`config.mk`:
```
export PLATFORM = sky130hd
export DESIGN_NAME = dpd_sequencer
export DESIGN_NICKNAME = d
export VERILOG_FILES = /design/src/rtl/dpd_pkg.sv /design/src/rtl/dpd_step_timer.sv /design/src/rtl/dpd_fsm.sv /design/src/rtl/dpd_sequencer.sv
export SDC_FILE = /design/constraint.sdc
export NUM_CORES = 1
export LEC_CHECK = 0
export BUFFER_PORTS_ARGS = -buffer_cell sky130_fd_sc_hd__buf_2
export CAP_MARGIN = 20
export CELL_PAD_IN_SITES_DETAIL_PLACEMENT = 0
export CELL_PAD_IN_SITES_GLOBAL_PLACEMENT = 1
export CORE_MARGIN = 3
export CORE_UTILIZATION = 45
export CTS_CLUSTER_DIAMETER = 150
export CTS_CLUSTER_SIZE = 12
export DETAILED_ROUTE_END_ITERATION = 16
export GPL_TIMING_DRIVEN = 0
export MAX_ROUTING_LAYER = met4
export PLACE_DENSITY_LB_ADDON = 0.1
export SLEW_MARGIN = 20
export SYNTH_ARGS = -nofsm -noshare
export SYNTH_HDL_FRONTEND = slang
export SYNTH_SLANG_ARGS = --single-unit
```
`constraint.sdc`:
```
create_clock -name clk -period 5.9 [get_ports clk]
set_clock_uncertainty 0.05 [all_clocks]
set_input_delay 0.295 -clock clk [delete_from_list [all_inputs] [get_ports clk]]
set_output_delay 0.295 -clock clk [all_outputs]
set_load 0.02 [all_outputs]
```
`src/rtl/dpd_pkg.sv`:
```
package dpd_pkg;

    typedef enum logic [3:0] {
        ST_RUN,
        ST_L2_CLOSE,
        ST_SAVE,
        ST_CLK_OFF,
        ST_V_DOWN,
        ST_OFF,
        ST_V_UP,
        ST_PLL_WAIT,
        ST_CORE_RST,
        ST_RESTORE,
        ST_L2_OPEN,
        ST_FAULT
    } dpd_state_e;

    typedef struct packed {
        logic ready;
        logic err;
        logic l2_en;
        logic clk_en;
        logic pll_en;
        logic core_rst;
        logic save_req;
        logic restore_req;
        logic vr_down_req;
        logic vr_up_req;
    } dpd_ctrl_t;

endpackage

```
`src/rtl/dpd_step_timer.sv`:
```
module dpd_step_timer #(
    parameter int unsigned LIMIT = 16
) (
    input  logic clk,
    input  logic rst_n,
    input  logic restart,
    output logic expired
);
    localparam int unsigned CW = $clog2(LIMIT) + 1;
    localparam logic [CW-1:0] LAST = CW'(LIMIT - 1);

    logic [CW-1:0] cnt_q;

    // counts cycles spent in the current state, saturating at the last one
    always_ff @(posedge clk or negedge rst_n) begin
        if (!rst_n) begin
            cnt_q <= '0;
        end else if (restart) begin
            cnt_q <= '0;
        end else if (cnt_q != LAST) begin
            cnt_q <= cnt_q + 1'b1;
        end
    end

    assign expired = (cnt_q == LAST);

endmodule

```
`src/rtl/dpd_fsm.sv`:
```
module dpd_fsm
    import dpd_pkg::*;
(
    input  logic       clk,
    input  logic       rst_n,
    input  logic       sleep_req,
    input  logic       break_evt,
    input  logic       vr_pgood,
    input  logic       pll_lock,
    input  logic       save_done,
    input  logic       restore_done,
    input  logic       wait_expired,
    input  logic       hold_done,
    output logic       restart,
    output dpd_ctrl_t  ctrl
);
    dpd_state_e state_q, state_d;
    logic       break_pend_q;
    logic       in_entry;
    logic       wake;

    assign in_entry = (state_q == ST_L2_CLOSE) || (state_q == ST_SAVE) ||
                      (state_q == ST_CLK_OFF)  || (state_q == ST_V_DOWN);
    assign wake     = break_evt || break_pend_q;

    // wake event remembered while entry is still running
    always_ff @(posedge clk or negedge rst_n) begin
        if (!rst_n) begin
            break_pend_q <= 1'b0;
        end else if (state_q == ST_V_UP) begin
            break_pend_q <= 1'b0;
        end else if (in_entry && break_evt) begin
            break_pend_q <= 1'b1;
        end
    end

    // next-state logic
    always_comb begin
        state_d = state_q;
        unique case (state_q)
            ST_RUN:      if (sleep_req) state_d = ST_L2_CLOSE;
            ST_L2_CLOSE: state_d = ST_SAVE;
            ST_SAVE: begin
                if (save_done)         state_d = wake ? ST_V_UP : ST_CLK_OFF;
                else if (wait_expired) state_d = ST_FAULT;
            end
            ST_CLK_OFF:  state_d = ST_V_DOWN;
            ST_V_DOWN: begin
                if (!vr_pgood)         state_d = ST_OFF;
                else if (wait_expired) state_d = ST_FAULT;
            end
            ST_OFF:      if (wake) state_d = ST_V_UP;
            ST_V_UP: begin
                if (vr_pgood)          state_d = ST_PLL_WAIT;
                else if (wait_expired) state_d = ST_FAULT;
            end
            ST_PLL_WAIT: begin
                if (pll_lock)          state_d = ST_CORE_RST;
                else if (wait_expired) state_d = ST_FAULT;
            end
            ST_CORE_RST: if (hold_done) state_d = ST_RESTORE;
            ST_RESTORE: begin
                if (restore_done)      state_d = ST_L2_OPEN;
                else if (wait_expired) state_d = ST_FAULT;
            end
            ST_L2_OPEN:  state_d = ST_RUN;
            ST_FAULT:    state_d = ST_FAULT;
            default:     state_d = ST_FAULT;
        endcase
    end

    assign restart = (state_d != state_q);

    // state register
    always_ff @(posedge clk or negedge rst_n) begin
        if (!rst_n) state_q <= ST_RUN;
        else        state_q <= state_d;
    end

    // Moore output decode
    always_comb begin
        ctrl = '0;
        unique case (state_q)
            ST_RUN: begin
                ctrl.ready  = 1'b1;
                ctrl.l2_en  = 1'b1;
                ctrl.clk_en = 1'b1;
                ctrl.pll_en = 1'b1;
            end
            ST_L2_CLOSE: begin
                ctrl.clk_en = 1'b1;
                ctrl.pll_en = 1'b1;
            end
            ST_SAVE: begin
                ctrl.clk_en   = 1'b1;
                ctrl.pll_en   = 1'b1;
                ctrl.save_req = 1'b1;
            end
            ST_CLK_OFF: ;
            ST_V_DOWN:   ctrl.vr_down_req = 1'b1;
            ST_OFF:      ctrl.vr_down_req = 1'b1;
            ST_V_UP:     ctrl.vr_up_req   = 1'b1;
            ST_PLL_WAIT: ctrl.pll_en      = 1'b1;
            ST_CORE_RST: begin
                ctrl.pll_en   = 1'b1;
                ctrl.clk_en   = 1'b1;
                ctrl.core_rst = 1'b1;
            end
            ST_RESTORE: begin
                ctrl.pll_en      = 1'b1;
                ctrl.clk_en      = 1'b1;
                ctrl.restore_req = 1'b1;
            end
            ST_L2_OPEN: begin
                ctrl.pll_en = 1'b1;
                ctrl.clk_en = 1'b1;
                ctrl.l2_en  = 1'b1;
            end
            ST_FAULT:    ctrl.err = 1'b1;
            default:     ctrl.err = 1'b1;
        endcase
    end

    // rail requests are exclusive
    assert_vr_exclusive_R10: assert property (@(posedge clk) disable iff (!rst_n)
        !(ctrl.vr_up_req && ctrl.vr_down_req));

    // clocks come back only after lock was seen
    assert_clk_after_lock_R4: assert property (@(posedge clk) disable iff (!rst_n)
        $rose(ctrl.clk_en) |-> $past(pll_lock));

    // the rail drops two edges after the save completed
    assert_vdown_after_save_R3: assert property (@(posedge clk) disable iff (!rst_n)
        $rose(ctrl.vr_down_req) |-> $past(save_done, 2));

    // ready follows an open L2
    assert_ready_after_l2_R6: assert property (@(posedge clk) disable iff (!rst_n)
        $rose(ctrl.ready) |-> $past(ctrl.l2_en));

    // fault is sticky
    assert_err_sticky_R8: assert property (@(posedge clk) disable iff (!rst_n)
        ctrl.err |=> ctrl.err);

    // aborted entry never lowers the rail
    assert_abort_no_vdown_R7: assert property (@(posedge clk) disable iff (!rst_n)
        (state_q == ST_SAVE && save_done && wake) |=> (ctrl.vr_up_req && !ctrl.vr_down_req));

endmodule

```
`src/rtl/dpd_sequencer.sv`:
```
module dpd_sequencer #(
    parameter int unsigned STEP_TIMEOUT = 5000,
    parameter int unsigned RST_CYCLES   = 16
) (
    input  logic clk,
    input  logic rst_n,
    input  logic sleep_req,
    input  logic break_evt,
    input  logic vr_pgood,
    input  logic pll_lock,
    input  logic save_done,
    input  logic restore_done,
    output logic vr_down_req,
    output logic vr_up_req,
    output logic pll_en,
    output logic clk_en,
    output logic core_rst,
    output logic save_req,
    output logic restore_req,
    output logic l2_en,
    output logic ready,
    output logic err
);
    import dpd_pkg::*;

    dpd_ctrl_t ctrl;
    logic      restart;
    logic      wait_expired;
    logic      hold_done;

    dpd_step_timer #(.LIMIT(STEP_TIMEOUT)) u_wait_tmr (
        .clk     (clk),
        .rst_n   (rst_n),
        .restart (restart),
        .expired (wait_expired)
    );

    dpd_step_timer #(.LIMIT(RST_CYCLES)) u_hold_tmr (
        .clk     (clk),
        .rst_n   (rst_n),
        .restart (restart),
        .expired (hold_done)
    );

    dpd_fsm u_fsm (
        .clk          (clk),
        .rst_n        (rst_n),
        .sleep_req    (sleep_req),
        .break_evt    (break_evt),
        .vr_pgood     (vr_pgood),
        .pll_lock     (pll_lock),
        .save_done    (save_done),
        .restore_done (restore_done),
        .wait_expired (wait_expired),
        .hold_done    (hold_done),
        .restart      (restart),
        .ctrl         (ctrl)
    );

    assign vr_down_req = ctrl.vr_down_req;
    assign vr_up_req   = ctrl.vr_up_req;
    assign pll_en      = ctrl.pll_en;
    assign clk_en      = ctrl.clk_en;
    assign core_rst    = ctrl.core_rst;
    assign save_req    = ctrl.save_req;
    assign restore_req = ctrl.restore_req;
    assign l2_en       = ctrl.l2_en;
    assign ready       = ctrl.ready;
    assign err         = ctrl.err;

endmodule

```
==> results.py <==
metrics = {
    "status": {
        "outcome": "completed",
    },
    "route": {
        "drt.antenna.violating_nets": 0,
        "wl_um": 3980,
        "via_count": 1490,
        "drcViolationCount": 0,
        "via_per_inst": 5.69,
        "dr.pass1.iters": 4,
        "drt_iter0_drc": 97,
        "wl_per_cell_um": 15.2,
    },
    "setup_path": {
        "r2r_end": "u_wait_tmr.cnt_q[9]$_DFFE_PN0P_",
        "crit_fanout": 10,
        "critPathLaunchType": "flip-flop",
        "required_ps": 6030,
        "end_kind": "flip-flop",
        "rr_startpoint": "u_hold_tmr.cnt_q[0]$_DFFE_PN0P_",
        "reg2reg_depth": 9,
        "r2r_setup_slack_ps": 3420,
        "path_class": "reg2reg",
        "cp.arrival_ps": 2610,
    },
    "floorplanning": {
        "rows": 22,
        "die-area_mm2": 0.00475,
        "die_height_um": 68.9,
        "start_util_pct": 47.6,
        "die_w_um": 68.9,
        "pin_count": 18,
        "design.core.area_mm2": 0.00374,
    },
    "power_and_ir_drop": {
        "swShare_pct": 47.4,
        "ir_worst_vdd_mv": 0.277,
        "power_frac_comb_pct": 64.2,
        "power.density_mw_per_mm2": 492,
        "p_leak_uw": 0.000869,
        "internal-power_uw": 519,
        "power.switching_uw": 468,
        "clkPwrFrac_pct": 14.4,
        "seqPwrFrac_pct": 21.4,
    },
    "global_route": {
        "busiest_layer": "met2",
        "grt_pass1_wl_um": 6460,
        "met1_usage_pct": 24.8,
        "grt.total_usage_pct": 18.6,
        "gr-usage-met2_pct": 29.2,
        "overflow": 0,
        "use_met3_pct": 2.43,
        "antenna_found_initial": 0,
        "grt_max_degree": 25,
        "grt_pass1_vias": 1373,
    },
    "cts": {
        "numClockSinks": 24,
        "cts.htree.levels": 1,
        "clk_pin_slew_ps": 90,
        "clk-insertion-delay-late_ps": 270,
        "numCtsBuffers": 3,
        "cts_tree": "yes",
        "post_cts_buffers": 0,
        "ctsHoldBuffers": 1,
        "root_buffer": "clkbuf_8",
        "clock_path_buffers": 2,
        "ctsResizeCount": 0,
    },
    "cells_and_area": {
        "drive_gt1_share_pct": 22.9,
        "layout_common_cells": "dfrtp_1, buf_2",
        "area_delta_synth_final_pct": 12.7,
        "final_nets": 226,
        "n_antenna_cell": 0,
        "stdcell_count": 262,
        "final_common_cell": "dfrtp_1",
    },
    "sta": {
        "fmax_ghz": 0.403,
        "tightest_slew_ps": 552,
        "finalMaxSlewViolations": 0,
        "setup_viol": 0,
        "finalSetupTns_ps": 0,
        "slew_headroom_pct": 63.2,
        "fin_crit_ps": 2480,
        "holdWs_ps": 359,
        "layout_setup_ws_ps": 3420,
        "hold_viol": 0,
        "rsz0062_at_grt": "no",
        "fin_crit_sh_pct": 42.1,
    },
    "synthesis": {
        "synthCells": 192,
        "synth_seq_cells": 24,
        "yosysUniqueCellTypes": 53,
        "yosys_warnings": 0,
        "synthFlopType": "dfrtp_1",
        "synth_area_per_cell_um2": 9.27,
        "synth_edf_count": 0,
        "ys_async_sr_fraction_pct": 100,
        "synth_nets": 203,
        "post_synth_instance_area_mm2": 0.00178,
        "yosysSeqAreaShare_pct": 33.7,
    },
    "min_path": {
        "worst_hold_path.endpoint": "u_fsm.break_pend_q$_DFFE_PN0P_",
        "hold_depth": 5,
        "hold_start": "break_evt",
        "hold_class": "in2reg",
    },
    "placement": {
        "port_buffers": 17,
        "hpwl_um": 2930,
        "preCtsSetupSlack_ps": 3430,
        "placed_cells": 257,
        "globalplace.congestion": 0.849,
    },
    "flow_run": {
        "drv_cap": 0,
    },
}
[state kept, by name, indices dropped and copies added, names as in the netlist]
| name | count |
|---|---|
| u_wait_tmr.cnt_q | 14 |
| u_hold_tmr.cnt_q | 5 |
| u_fsm.state_q | 4 |
| u_fsm.break_pend_q | 1 |
[critical path: stages, from the launching register on]
cell and delay, ps:
dfrtp_1 410, ha_1 210, and3_1 180, ha_1 170, clkbuf_1 180, a22o_1 280
a221oi_2 360, a21oi_4 190, buf_12 200, nor3_2 170
[power groups by stage]
stage / Sequential (uW) / Clock (uW) / Combinational [uW]
after floorplan: 210 / 0 / 493
after global placement: 213 / 0 / 620
after detailed placement: 214 / 0 / 628
after CTS: 211 / 149 / 631
after global routing: 214 / 155 / 688
final: 211 / 143 / 634
[cells by family (layout without fill, tap and decap cells)]
logic type / Yosys count / count (layout) / synth area share (%)
muxes: 3 / 3 / 1.76
and+or+nand+nor: 84 / 84 / 29.1
adders and majority gates: 3 / 3 / 2.11
AOI/OAI and AO/OA: 40 / 40 / 17.6
buffers and inverters: 20 / 42 / 6.89
DFF: 24 / 24 / 33.7
xor gates and xnor gates: 18 / 18 / 8.85
[routing by layer]
| layer | up-vias | share of wire, % |
|---|---|---|
| met2 | 20 | 49 |
| met1 | 731 | 48 |
| met5 | - | 0 |
| li1 | 735 | - |
| met4 | 0 | 0.78 |
| met3 | 4 | 2.4 |
[cell type report]
cell class                 count  area [um2]
clock inverter                 1        30.0
sequential                    24         601
buffer                        15         104
multi-input combinational    148        1060
clock buffer                   3        41.3
fill                         372        1740
tap                           48        60.1
timing repair buffer          18        95.1
inverter                       5        18.8
[worst max path at each step]
| stage | slack (ps) | startpoint | endpoint | depth (start not counted) |
|---|---|---|---|---|
| after floorplan | 3690 | u_hold_tmr.cnt_q[0]$_DFFE_PN0P_ | u_hold_tmr.cnt_q[0]$_DFFE_PN0P_ | 9 |
| after global placement | 3500 | u_hold_tmr.cnt_q[0]$_DFFE_PN0P_ | u_wait_tmr.cnt_q[10]$_DFFE_PN0P_ | 9 |
| after CTS | 3400 | u_hold_tmr.cnt_q[0]$_DFFE_PN0P_ | u_wait_tmr.cnt_q[9]$_DFFE_PN0P_ | 9 |
| after detailed placement | 3430 | u_hold_tmr.cnt_q[0]$_DFFE_PN0P_ | u_wait_tmr.cnt_q[9]$_DFFE_PN0P_ | 9 |
| final | 3420 | u_hold_tmr.cnt_q[0]$_DFFE_PN0P_ | u_wait_tmr.cnt_q[9]$_DFFE_PN0P_ | 9 |
| after global routing | 3290 | u_hold_tmr.cnt_q[0]$_DFFE_PN0P_ | u_wait_tmr.cnt_q[9]$_DFFE_PN0P_ | 9 |
[synthesized netlist by cell type (2+ instances only)]
master    number  share of area, %
nor2_1        13               2.7
clkbuf_1       4              0.84
inv_1          5               1.1
a21oi_1        9               2.5
dfrtp_1       24                34
nand4_1        5               1.8
o211ai_1       3               1.3
nor2b_1        3               1.1
xor2_1        13               6.4
ha_1           3               2.1
buf_2          4               1.1
nand2b_1       9               3.2
buf_6          3               1.9
nand2_1       13               2.7
xnor2_1        5               2.5
a21o_1         2              0.84
o22ai_1        3               1.1
and2_1         3               1.1
and3_1         5               1.8
nor3_1        13               3.7
mux2i_1        2               1.1
buf_1          2              0.42
o21ai_0        7               2.0
nor3_2        10               5.6
[through the flow]
| step | util [%] | instance area [um2] | total power [uW] |
|---|---|---|---|
| floorplan | - | 1780 | 703 |
| finish | 53.6 | 2010 | 988 |
| global placement | 51.4 | 1930 | 833 |
| CTS | 53.6 | 2010 | 991 |
| detailed placement | 51.4 | 1930 | 843 |
| global route | 53.6 | 2010 | 1060 |
(Power assumes the default switching activity.)
